===== src/rtl/tod_pkg.sv =====
package tod_pkg;
  localparam int BUS_W    = 32;
  localparam int CNT_W    = 2 * BUS_W;
  localparam int ACC_W    = BUS_W;
  localparam int PER_W    = 10;
  localparam int PER_LSB  = 16;
  localparam int EN_BIT   = 2;
  localparam int BYP_BIT  = 3;
  localparam int SRST_BIT = 5;
  localparam int ADDR_W   = 3;

  typedef enum logic [ADDR_W-1:0] {
    A_CTRL   = 3'd0,
    A_TRIM   = 3'd1,
    A_ACCUM  = 3'd2,
    A_CNT_LO = 3'd3,
    A_CNT_HI = 3'd4
  } reg_addr_e;

  typedef struct packed {
    logic [PER_W-1:0] period;
    logic             bypass;
    logic             enable;
  } ctrl_t;
endpackage


===== src/rtl/tod_accum.sv =====
module tod_accum #(
  parameter int ACC_W = 32
) (
  input  logic             clk,
  input  logic             rst_n,
  input  logic             adv,
  input  logic             clr,
  input  logic [ACC_W-1:0] trim,
  output logic [ACC_W-1:0] acc,
  output logic             carry
);
  logic [ACC_W:0]   sum;
  logic [ACC_W-1:0] acc_d, acc_q;
  logic             acc_ce;

  always_comb begin
    sum    = {1'b0, acc_q} + {1'b0, trim};
    acc_ce = adv || clr;
    acc_d  = clr ? '0 : sum[ACC_W-1:0];
  end

  always_ff @(posedge clk or negedge rst_n) begin
    if (!rst_n)      acc_q <= '0;
    else if (acc_ce) acc_q <= acc_d;
  end

  assign acc   = acc_q;
  assign carry = sum[ACC_W];


  acc_hold_chk: assert property (@(posedge clk) disable iff (!rst_n)
    (!adv && !clr) |=> $stable(acc_q));
endmodule


===== src/rtl/tod_count.sv =====
module tod_count #(
  parameter int CNT_W = 64,
  parameter int PER_W = 10
) (
  input  logic             clk,
  input  logic             rst_n,
  input  logic             step,
  input  logic [PER_W-1:0] period,
  input  logic             load,
  input  logic [CNT_W-1:0] load_val,
  input  logic             clr,
  output logic [CNT_W-1:0] cnt
);
  localparam int PAD_W = CNT_W - PER_W;

  logic [CNT_W-1:0] cnt_d, cnt_q;
  logic             cnt_ce;

  always_comb begin
    cnt_ce = step || load || clr;
    if (clr)       cnt_d = '0;
    else if (load) cnt_d = load_val;
    else           cnt_d = cnt_q + {{PAD_W{1'b0}}, period};
  end

  always_ff @(posedge clk or negedge rst_n) begin
    if (!rst_n)      cnt_q <= '0;
    else if (cnt_ce) cnt_q <= cnt_d;
  end

  assign cnt = cnt_q;


  cnt_hold_chk: assert property (@(posedge clk) disable iff (!rst_n)
    (!step && !load && !clr) |=> $stable(cnt_q));


  cnt_clr_chk: assert property (@(posedge clk) disable iff (!rst_n)
    clr |=> (cnt_q == '0));
endmodule


===== src/rtl/tod_regs.sv =====
module tod_regs
  import tod_pkg::*;
(
  input  logic              clk,
  input  logic              rst_n,
  input  logic              wr_en,
  input  logic              rd_en,
  input  logic [ADDR_W-1:0] addr,
  input  logic [BUS_W-1:0]  wdata,
  input  logic [CNT_W-1:0]  cnt,
  input  logic [ACC_W-1:0]  acc,
  output ctrl_t             ctrl,
  output logic [ACC_W-1:0]  trim,
  output logic              soft_clr,
  output logic              load,
  output logic [CNT_W-1:0]  load_val,
  output logic [BUS_W-1:0]  rdata
);
  ctrl_t            ctrl_d, ctrl_q;
  logic [ACC_W-1:0] trim_q;
  logic [BUS_W-1:0] hold_d, hold_q;
  logic [BUS_W-1:0] shadow_d, shadow_q;
  logic [BUS_W-1:0] rsel, rdata_q, ctrl_word;
  logic             wr_ctrl, wr_trim, wr_lo, wr_hi, rd_lo;
  logic             hold_ce, shadow_ce;

  always_comb begin
    wr_ctrl  = wr_en && (addr == A_CTRL);
    wr_trim  = wr_en && (addr == A_TRIM);
    wr_lo    = wr_en && (addr == A_CNT_LO);
    wr_hi    = wr_en && (addr == A_CNT_HI);
    rd_lo    = rd_en && (addr == A_CNT_LO);
    soft_clr = wr_ctrl && wdata[SRST_BIT];
    load     = wr_hi;
    load_val = {wdata, hold_q};

    ctrl_d.period = wdata[PER_LSB +: PER_W];
    ctrl_d.bypass = wdata[BYP_BIT];
    ctrl_d.enable = wdata[EN_BIT];

    hold_ce   = wr_lo || soft_clr;
    hold_d    = soft_clr ? '0 : wdata;
    shadow_ce = rd_lo || soft_clr;
    shadow_d  = soft_clr ? '0 : cnt[CNT_W-1:BUS_W];

    ctrl_word                   = '0;
    ctrl_word[PER_LSB +: PER_W] = ctrl_q.period;
    ctrl_word[BYP_BIT]          = ctrl_q.bypass;
    ctrl_word[EN_BIT]           = ctrl_q.enable;

    case (addr)
      A_CTRL:   rsel = ctrl_word;
      A_TRIM:   rsel = trim_q;
      A_ACCUM:  rsel = acc;
      A_CNT_LO: rsel = cnt[BUS_W-1:0];
      A_CNT_HI: rsel = shadow_q;
      default:  rsel = '0;
    endcase
  end

  always_ff @(posedge clk or negedge rst_n) begin
    if (!rst_n)       ctrl_q <= '0;
    else if (wr_ctrl) ctrl_q <= ctrl_d;
  end

  always_ff @(posedge clk or negedge rst_n) begin
    if (!rst_n)       trim_q <= '0;
    else if (wr_trim) trim_q <= wdata;
  end

  always_ff @(posedge clk or negedge rst_n) begin
    if (!rst_n)       hold_q <= '0;
    else if (hold_ce) hold_q <= hold_d;
  end

  always_ff @(posedge clk or negedge rst_n) begin
    if (!rst_n)         shadow_q <= '0;
    else if (shadow_ce) shadow_q <= shadow_d;
  end

  always_ff @(posedge clk or negedge rst_n) begin
    if (!rst_n)     rdata_q <= '0;
    else if (rd_en) rdata_q <= rsel;
  end

  assign ctrl  = ctrl_q;
  assign trim  = trim_q;
  assign rdata = rdata_q;


  shadow_cap_chk: assert property (@(posedge clk) disable iff (!rst_n)
    (rd_lo && !soft_clr) |=> (shadow_q == $past(cnt[CNT_W-1:BUS_W])));


  rdata_hold_chk: assert property (@(posedge clk) disable iff (!rst_n)
    !rd_en |=> $stable(rdata_q));
endmodule


===== src/rtl/tod_counter.sv =====
module tod_counter
  import tod_pkg::*;
(
  input  logic              clk,
  input  logic              rst_n,
  input  logic              tick,
  input  logic              wr_en,
  input  logic              rd_en,
  input  logic [ADDR_W-1:0] addr,
  input  logic [BUS_W-1:0]  wdata,
  output logic [BUS_W-1:0]  rdata
);
  logic [1:0]       rs_q;
  logic             rst_ns;
  ctrl_t            ctrl;
  logic [ACC_W-1:0] trim, acc;
  logic [CNT_W-1:0] cnt, load_val;
  logic             soft_clr, load, carry, adv, step;

  always_ff @(posedge clk or negedge rst_n) begin
    if (!rst_n) rs_q <= '0;
    else        rs_q <= {rs_q[0], 1'b1};
  end
  assign rst_ns = rs_q[1];

  always_comb begin
    adv  = tick && ctrl.enable && !ctrl.bypass;
    step = tick && ctrl.enable && (ctrl.bypass || carry);
  end

  tod_regs i_regs (
    .clk(clk), .rst_n(rst_ns), .wr_en(wr_en), .rd_en(rd_en), .addr(addr),
    .wdata(wdata), .cnt(cnt), .acc(acc), .ctrl(ctrl), .trim(trim),
    .soft_clr(soft_clr), .load(load), .load_val(load_val), .rdata(rdata)
  );

  tod_accum #(.ACC_W(ACC_W)) i_accum (
    .clk(clk), .rst_n(rst_ns), .adv(adv), .clr(soft_clr), .trim(trim),
    .acc(acc), .carry(carry)
  );

  tod_count #(.CNT_W(CNT_W), .PER_W(PER_W)) i_count (
    .clk(clk), .rst_n(rst_ns), .step(step), .period(ctrl.period),
    .load(load), .load_val(load_val), .clr(soft_clr), .cnt(cnt)
  );


  en_off_chk: assert property (@(posedge clk) disable iff (!rst_ns)
    (!ctrl.enable && !load && !soft_clr) |=> $stable(cnt));


  bypass_step_chk: assert property (@(posedge clk) disable iff (!rst_ns)
    (tick && ctrl.enable && ctrl.bypass && !load && !soft_clr)
    |=> ((cnt - $past(cnt)) == {{(CNT_W-PER_W){1'b0}}, $past(ctrl.period)}));


  load_take_chk: assert property (@(posedge clk) disable iff (!rst_ns)
    (wr_en && addr == A_CNT_HI && !soft_clr)
    |=> (cnt[CNT_W-1:BUS_W] == $past(wdata)));


  soft_clr_acc_chk: assert property (@(posedge clk) disable iff (!rst_ns)
    soft_clr |=> (acc == '0));
endmodule


===== config.mk =====
export PLATFORM = sky130hd
export DESIGN_NAME = tod_counter
export DESIGN_NICKNAME = d
export VERILOG_FILES = /design/src/rtl/tod_pkg.sv /design/src/rtl/tod_accum.sv /design/src/rtl/tod_count.sv /design/src/rtl/tod_regs.sv /design/src/rtl/tod_counter.sv
export SDC_FILE = /design/constraint.sdc
export NUM_CORES = 1
export LEC_CHECK = 0
export ABC_AREA = 1
export BUFFER_PORTS_ARGS = -buffer_cell sky130_fd_sc_hd__buf_2
export CAP_MARGIN = 30
export CORE_AREA = 2 2 199 201
export CTS_BUF_LIST = sky130_fd_sc_hd__clkbuf_16
export CTS_CLUSTER_SIZE = 25
export DETAILED_ROUTE_END_ITERATION = 8
export DIE_AREA = 0 0 201 203
export SYNTH_ARGS = -nofsm -noshare
export SYNTH_HDL_FRONTEND = slang
export SYNTH_SLANG_ARGS = --single-unit

===== constraint.sdc =====
create_clock -name clk -period 16.9 [get_ports clk]
set_input_delay 2.535 -clock clk [delete_from_list [all_inputs] [get_ports clk]]
set_output_delay 2.535 -clock clk [all_outputs]
set_load 0.03 [all_outputs]

Word level (Yosys, flattened, before mapping)
Cells that the tools add are included.
Operators by class
  eq/ne operators: 4
  add/subtract/negate cells: 2
  reductions and logical operators: 17
  muxes and demuxes: 6
Operator list (number)
  $pmux W32 S5: 1
  $mux W64: 2
  $mux W32: 3
  $add A64 B10 Y64: 1
  $add A32 B32 Y33: 1
  $logic_and A1 B1 Y1: 9
  $eq A3 B2 Y1 const B: 2
  $logic_or A1 B1 Y1: 6
  $eq A3 B1 Y1 const B: 1
  $eq A3 B3 Y1 const B: 1
  $logic_not A3 Y1: 1
  $logic_not A1 Y1: 1
Word-level totals
  flip-flop bits (word level): 238
  output and inout port bits: 32
  input bits: 40
  word-level logic and storage cells: 39

Logic depth before layout (Yosys ltp)
Gate-level depths: netlist of the first run.
  depth after elaboration: 5
  gate-level depth with buffers: 19
  depth with buffers taken out: 18

By module
Synthesis of the first run repeated with hierarchy kept, for this count alone.
Unflattened totals
  cell total of the unflattened synthesis: 2544
  area total of the unflattened synthesis: 16475.8 sq um
By module, submodules not included
  tod_regs: area an instance 6779.0 sq um, cells an instance 862, times used 1, seq. area each 3503.4 sq um
  tod_count: area an instance 5977.0 sq um, cells an instance 1041, times used 1, seq. area each 1601.5 sq um
  tod_accum: area an instance 3651.0 sq um, cells an instance 634, times used 1, seq. area each 800.8 sq um
  tod_counter: area an instance 68.8 sq um, cells an instance 7, times used 1, seq. area each 50.0 sq um

Least setup slack after synthesis of the first run
No wires, ideal clock.
  path kind: in2reg
  start point: in addr[0]
  end point: reg i_accum.acc_q[0] (netlist: i_accum.acc[0])
  arrival time: 3.702 ns
  data required time: 16.779 ns
  path slack: 13.077 ns
  buffers on the path: 2
  stages on the path: 9
  cell sequence: nor2_1 -> nand2_1 -> nor2_1 -> nand2_1 -> buf_2 -> nand2_2 -> inv_1 -> buf_2 -> a22o_1
Between the ends
  word-level cells in the longest chain between the ends: 4
  elaborated cells between the ends (all ways): 5
Ends and longest elaborated chain
  start, declared: line tod_counter.sv:9  | input logic [ADDR_W-1:0] addr,
  $logic_not A3 Y1 *: line tod_regs.sv:28  | wr_ctrl = wr_en && (addr == A_CTRL);
  $logic_and A1 B1 Y1 *: line tod_regs.sv:28
  $logic_and A1 B1 Y1 *: line tod_regs.sv:33  | soft_clr = wr_ctrl && wdata[SRST_BIT];
  $mux W32 or $logic_or A1 B1 Y1 (tied branches): line tod_accum.sv:19, tod_accum.sv:18
  end signal, assigned: line tod_accum.sv:23  | if (!rst_n) acc_q <= '0;
  end signal, assigned: line tod_accum.sv:24  | else if (acc_ce) acc_q <= acc_d;
  end, declared: line tod_accum.sv:13  | logic [ACC_W-1:0] acc_d, acc_q;
Mark *: on every way between the ends. The rest lies on a longest branch, timed or not.
A chain may end at the register's enable or synchronous reset.

Worst setup path after layout of the first run
  start point: in addr[0]
  end point: reg i_count.cnt_q[49] (netlist: i_count.cnt[49])
Between the ends
  word-level cells in the longest chain between the ends: 4
  elaborated cells between the ends (all ways): 9
Ends and longest elaborated chain
  $eq A3 B3 Y1 or $logic_not A3 Y1 (tied branches): line tod_regs.sv:31, tod_regs.sv:28
  $logic_and A1 B1 Y1 (on tied branches): line tod_regs.sv:31, tod_regs.sv:28
  $mux W64 (tied with other cells): line tod_count.sv:22  | else if (load) cnt_d = load_val;
  $mux W64 or $logic_or A1 B1 Y1 (tied branches): line tod_count.sv:21, tod_count.sv:20
  end signal, assigned: line tod_count.sv:28  | else if (cnt_ce) cnt_q <= cnt_d;
  end, declared: line tod_count.sv:16  | logic [CNT_W-1:0] cnt_d, cnt_q;
Several ways; a longest one is shown, not always the timed one.

==> results of run 1 <==
-- cell usage after synthesis (15+ instances only) --
cell | count | share of area [%]
ha_1 | 42 | 3.5
nand2_1 | 741 | 18
nand4_1 | 19 | 0.78
dfrtp_1 | 238 | 39
a21oi_1 | 55 | 1.8
inv_1 | 288 | 7.1
nand3_1 | 210 | 6.9
buf_2 | 15 | 0.49
nand3b_1 | 15 | 0.74
nor2_1 | 172 | 4.2
clkbuf_1 | 51 | 1.3
o21ai_0 | 166 | 5.5
o22ai_1 | 55 | 2.3
o2111ai_1 | 25 | 1.4
mux2_2 | 25 | 1.9
nor3_1 | 21 | 0.69
-- layout by cell type, fill, tap and decap left out, types with 3 or more instances in the layout --
| master | count |
|---|---|
| o21bai_1 | 4 |
| clkinv_2 | 7 |
| nand4_1 | 19 |
| a31oi_1 | 7 |
| xor2_1 | 9 |
| buf_4 | 10 |
| nor3_2 | 3 |
| nand2_1 | 739 |
| clkbuf_16 | 29 |
| nand3_1 | 210 |
| buf_16 | 3 |
| o2111ai_1 | 25 |
| o22ai_1 | 55 |
| xnor2_1 | 6 |
| o21ai_1 | 4 |
| ha_1 | 42 |
| o31ai_1 | 3 |
| o21ai_0 | 166 |
| mux2_2 | 25 |
| nand3b_1 | 15 |
| o211ai_1 | 3 |
| inv_1 | 294 |
| nor3_1 | 18 |
| buf_2 | 71 |
| a22oi_1 | 5 |
| nand2_2 | 7 |
| nand2_4 | 3 |
| bufinv_16 | 3 |
| dfrtp_1 | 237 |
| clkinvlp_4 | 3 |
| nor2_1 | 172 |
| a21oi_1 | 55 |
-- state kept, by name, summed over array words and instances (netlist names) --
signal	cells
i_accum.acc	32
i_count.cnt	64
i_regs.ctrl	12
i_regs.hold_q	32
i_regs.rdata	32
i_regs.shadow_q	32
i_regs.trim	32
rs_q	2
-- worst max-delay path by stage --
stage | from | end | slack (ns) | cells after the start
detailed placement | addr[1] | i_count.cnt[49] | 11.51 | 13
floorplan | rs_q[1] | i_accum.acc[0] | 9.78 | 0
global route | addr[0] | i_count.cnt[49] | 11.85 | 13
finish | addr[0] | i_count.cnt[49] | 12.01 | 13
global placement | addr[0] | i_regs.shadow_q[3] | 11.42 | 7
CTS | addr[0] | i_count.cnt[49] | 12.12 | 13
-- final cells by class --
type	count	area (sq um)	area share (%)
well taps	518	648.1	3.808
multi-input cells	1615	7859	46.17
inverters	291	1097	6.447
flip-flops and latches	238	5959	35.01
clock buffers	29	725.7	4.264
clock inverters	21	182.7	1.073
repair buffers	86	548.0	3.220
-- per-layer routing --
metal  part of all wire [%]  global-route usage, %  up-vias  routed length [microns]
li1                       -                      -     7293                        -
met1                     44                  40.27     7262                    26020
met2                     45                  45.92      622                    26350
met3                    6.6                  2.713      107                     3903
met4                    4.3                  11.90        0                     2516
met5                      0                      0        -                        0
-- kinds of logic (layout without fill, tap and decap cells) --
kind of cell | count (synthesis) | in the layout
and+or+nand+nor | 1195 | 1195
other | 1 | 1
adders and majority gates | 44 | 44
buffers and inverters | 367 | 427
DFF | 238 | 238
AOI/OAI and AO/OA | 335 | 335
xor gates and xnor gates | 15 | 15
muxes | 25 | 25
-- worst max-delay path, stage by stage --
cell and delay (ns):
buf_2 0.11, nor2_1 0.06, nand2_1 0.09, buf_4 0.39
nor2_4 0.03, buf_4 0.30, nor2_4 0.15, buf_4 0.58
nand2_4 0.31, nand2_4 0.33, inv_6 0.19, nand2_1 0.13
nand2_1 0.06
-- power by group through the flow --
stage | registers (mW) | logic [mW] | clock network (mW)
finish | 0.915 | 0.888 | 0.619
global route | 0.931 | 1.00 | 0.646
CTS | 0.910 | 0.881 | 0.626
detailed placement | 0.918 | 0.876 | 0
global placement | 0.915 | 0.862 | 0
floorplan | 0.873 | 0.596 | 0
-- metrics by stage --
stage	hold WS, ns	utilization [%]	setup slack (ns)
after floorplan	0.3312	-	9.776
after global placement	0.3424	41.63	11.42
after detailed placement	0.3370	41.88	11.51
after CTS	0.3625	44.25	12.12
after global routing	0.3711	44.25	11.85
final	0.3598	44.25	12.01
==> results.py, run 1 <==
metrics = {
    "die": {
        "fp.dieW_microns": 201,
        "io_pins": 72,
        "core.rowCount": 72,
        "die_y_microns": 203,
        "coreArea_sq_um": 38470,
        "start_util_pct": 39.56,
        "die-area_sq_um": 40800,
    },
    "critical_path": {
        "path_class": "primary input to flop",
        "r2r_setup_slack_ns": 13.25,
        "worstPathRequired_ns": 17.37,
        "r2r-start": "i_accum.acc[0]",
        "rr_worst_depth": 18,
        "arrival_ns": 5.36,
        "rr_endpoint": "i_count.cnt[50]",
        "start_kind": "primary input",
        "path_max_fanout": 55,
        "critPathCaptureType": "flop",
    },
    "timing": {
        "worst_pin_slew_ns": 1.023,
        "slew-limit-headroom_pct": 31.81,
        "fmax_ghz": 0.2043,
        "rsz0062_at_grt": "no",
        "fin_crit_ns": 4.894,
        "tns_ns": 0,
        "fin_crit_sh_pct": 28.96,
        "setup_viol": 0,
        "skew_ns": 0.01873,
        "hold_viol_final": 0,
        "drv_slew": 0,
    },
    "worst_hold_path": {
        "min_to": "rs_q[1]",
        "hp-class": "flop to flop",
        "holdPathStages": 0,
        "hp-start": "rs_q[0]",
    },
    "global_route": {
        "grt_max_degree": 177,
        "grt_antenna_before_repair": 0,
        "grt_pass1_wl_microns": 89650,
        "grt.overflow.total": 0,
        "grt_usage_pct": 28.82,
        "grt_pass1_vias": 14417,
    },
    "clock_network": {
        "cts_buffers": 28,
        "clockBufferDepth": 3,
        "worst_skew_pair.late_latency_ns": 0.58,
        "cts_root_buffer": "clkbuf_16",
        "cts_resized": 0,
        "clkTransAtPathRegs_ns": 0.06,
        "cts_tree": "done",
        "h-tree-depth": 1,
        "clock-sinks": 238,
        "postCtsHoldBufs": 0,
        "postCtsSetupBuffers": 0,
    },
    "pwr": {
        "pwr-share-comb_pct": 36.7,
        "pwr-share-seq_pct": 37.8,
        "leakagePower_nw": 8.473,
        "p_clk_share_pct": 25.6,
        "vdd_drop_max_mv": 0.07987,
        "p_per_area_nw_per_um2": 142.3,
        "p_sw_mw": 1.052,
        "p_total_mw": 2.422,
        "swShare_pct": 43.42,
        "p_int_mw": 1.370,
    },
    "logic_synthesis": {
        "yosysWarnings": 0,
        "ys_seq_elements": 238,
        "ys_seq_area_share_pct": 39.14,
        "ys_types": 42,
        "synthSimpleGateAreaFrac_pct": 32.44,
        "synthXorXnorAreaFrac_pct": 0.8634,
        "synth-adder-area-share_pct": 3.717,
        "syn_area_per_cell_sq_um": 6.854,
        "synth_top_family_by_area": "simple AND/OR/NAND/NOR gates",
        "synth_fp_nets": 2304,
        "syn_inst": 2220,
        "async_flop_share_pct": 100.0,
        "synth_compound_area_share_pct": 12.56,
        "synth_mux_area_share_pct": 1.850,
        "syn-cell-area_sq_um": 15220,
        "synth_edf_count": 0,
        "synth-main-ff-cell": "dfrtp_1",
    },
    "outcome": {
        "outcome": "finished clean",
    },
    "routing": {
        "drcViolationCount": 0,
        "vias": 15284,
        "drt-total-wl_microns": 58790,
        "antenna_left": 0,
        "post_drt_wl_per_cell_microns": 21.01,
        "drt_iter0_drc": 1573,
        "viasPerCell": 5.462,
        "first_pass_iters": 6,
    },
    "placed_design": {
        "dp.final_hpwl_microns": 44310,
        "port_buffers": 71,
        "place_inst": 2748,
        "place_area_sq_um": 16110,
        "gp_congestion": 0.9912,
    },
    "layout": {
        "final.fill_count": 4050,
        "final_net_count": 2344,
        "finalInstanceArea_sq_um": 17020,
        "drive_gt1_share_pct": 7.763,
        "n_antenna_cell": 0,
        "syn2layout_area_growth_pct": 11.86,
        "layout.cells.non_filler": 2798,
    },
    "job": {
        "maxCapViolCount": 0,
    },
}
(Power assumes the default switching activity.)
==> run 2, diff against run 1 <==
==> constraint.sdc (replaced) <==
create_clock -name clk -period 4.5 [get_ports clk]
set_input_delay 0.675 -clock clk [delete_from_list [all_inputs] [get_ports clk]]
set_output_delay 0.675 -clock clk [all_outputs]
set_load 0.03 [all_outputs]
==> run 2 against run 1 <==
  * Global-route usage is 0.68 points higher
  * Core utilization shrank 0.062 points
  * Cell area is 0.14% lower
  * Count of clock-buffer cells in the layout stayed put
  * Via count up 1.3%
  * Largest power group unchanged
==> results.py, run 2 (same netlist as run 1, synthesis figures left out) <==
metrics = {
    "routing": {
        "viasPerCell": 5.518,
        "vias": 15483,
        "drt_iter0_drc": 1748,
        "antenna_left": 0,
        "drcViolationCount": 0,
        "first_pass_iters": 6,
        "post_drt_wl_per_cell_microns": 21.54,
        "drt-total-wl_microns": 60450,
    },
    "layout": {
        "finalInstanceArea_sq_um": 17000,
        "final_net_count": 2351,
        "syn2layout_area_growth_pct": 11.70,
        "drive_gt1_share_pct": 7.780,
        "layout_common_cells": "nand2_1, inv_1, dfrtp_1",
        "largest_reg_flops": 64,
        "final_util_pct": 44.18,
        "n_antenna_cell": 0,
        "final_common_cell": "nand2_1",
    },
    "die": {
        "die_y_microns": 203,
        "core.rowCount": 72,
        "start_util_pct": 39.56,
        "coreArea_sq_um": 38470,
        "die-area_sq_um": 40800,
        "fp.dieW_microns": 201,
        "io_pins": 72,
    },
    "pwr": {
        "p_per_area_nw_per_um2": 527.2,
        "vdd_drop_max_mv": 0.3179,
        "leakagePower_nw": 8.456,
    },
    "global_route": {
        "grt_pass1_vias": 14538,
        "grt_pass1_wl_microns": 91430,
        "grt_max_degree": 72,
        "grt_antenna_before_repair": 1,
        "grt.overflow.total": 0,
        "grt_usage_pct": 29.51,
    },
    "clock_network": {
        "postCtsSetupBuffers": 0,
        "cts_resized": 0,
        "clock-sinks": 238,
        "worst_skew_pair.late_latency_ns": 0.58,
        "cts_tree": "done",
        "clkTransAtPathRegs_ns": 0.06,
        "cts_buffers": 29,
        "cts_root_buffer": "clkbuf_16",
        "h-tree-depth": 1,
        "clockBufferDepth": 3,
    },
    "timing": {
        "fmax_ghz": 0.2788,
        "fin_crit_ns": 3.587,
        "setup_viol": 0,
        "drv_slew": 0,
        "fin_crit_sh_pct": 79.72,
        "slew-limit-headroom_pct": 37.78,
        "hold_viol_final": 0,
        "tns_ns": 0,
        "layout_setup_ws_ns": 0.9128,
        "rsz0062_at_grt": "no",
        "worst_pin_slew_ns": 0.9310,
        "skew_ns": 0.01703,
    },
    "critical_path": {
        "critPathCaptureType": "flop",
        "cp_slowest_cell": "nand2_4",
        "max_stage_delay_ns": 0.45,
        "crit_family": "simple AND/OR/NAND/NOR gates",
        "arrival_ns": 4.08,
        "crit_buf_inv": 3,
        "path_max_fanout": 55,
        "worstPathRequired_ns": 5.00,
        "path_class": "flop to flop",
        "worstPathCellList": "ha_1 -> inv_1 -> fa_1 -> inv_1 -> nand2_1 -> nand2_1 -> nand3_1 -> nand2_1 -> nand2_1 -> nand2_2 -> nand2_1 -> nand2_2 -> nand2_4 -> nand2_4 -> nand2_4 -> inv_6 -> nand2_1 -> nand2_1",
        "start_kind": "flop",
        "crit_top_cell": "nand2_1",
    },
    "placed_design": {
        "dp.final_hpwl_microns": 45610,
        "port_buffers": 71,
        "place_worst_setup_slack_ns": 1.021,
        "gp_congestion": 0.9495,
        "place_area_sq_um": 16120,
    },
    "outcome": {
        "outcome": "finished clean",
    },
    "worst_hold_path": {
        "hp-class": "flop to flop",
    },
    "job": {
        "maxCapViolCount": 0,
    },
}
==> run 2: cell types whose count changed in the layout (fill, tap and decap cells not counted), sizes merged <==
cell | before | now
bufinv | 3 | 1
buf | 86 | 91
clkinvlp | 3 | 4
clkinv | 9 | 12
dlygate4sd3 | 0 | 1
==> run 2: layout make-up <==
type	count	area [sq um]
clock buffer	29	725.7
clock inverter	23	141.4
fill	4088	21470
inverter	291	1097
multi-input combinational	1615	7859
sequential	238	5959
tap	518	648.1
timing repair buffer	92	565.5
==> run 2: timing repair <==
item	4_1_cts	5_1_grt
endpoints found under the hold margin	2	0
hold buffers	1	0
setup endpoints to repair	0	0
==> run 2: metrics by stage <==
stage	instances	power [mW]	hold WS, ns
4_1_cts	2806	8.924	0.3740
3_3_place_gp	2752	6.650	0.3451
2_1_floorplan	2220	5.519	0.3311
6_report	2806	8.961	0.3640
3_5_place_dp	2753	6.691	0.3550
5_1_grt	2806	9.511	0.3748
==> run 2: routing by layer <==
layer  vias up  GRT usage (%)  wire length (microns)
li1       7309              -                      -
met1      7395          40.85                  26640
met2       659          46.64                  26720
met3       118          3.692                   4242
met4         2          12.49                   2840
met5         -              0                     13
==> run 2: final timing paths <==
kind	startpoint	depth (start not counted)	slack, ns	end
min	rs_q[0]	0	0.36	rs_q[1]
min reg2reg	rs_q[0]	0	0.36	rs_q[1]
max in group asynchronous	rs_q[1]	1	2.99	i_regs.ctrl[5]
min in group asynchronous	rs_q[1]	0	0.39	i_accum.acc[28]
max reg2reg	i_accum.acc[0]	18	0.91	i_count.cnt[62]
max	i_accum.acc[0]	18	0.91	i_count.cnt[62]
==> run 2: power breakdown <==
group	leakage [nW]	switching, mW	internal (mW)
Sequential	3.10	0.678	2.72
Clock	0.432	1.01	1.22
Combinational	4.92	2.24	1.09
Total	8.46	3.93	5.03
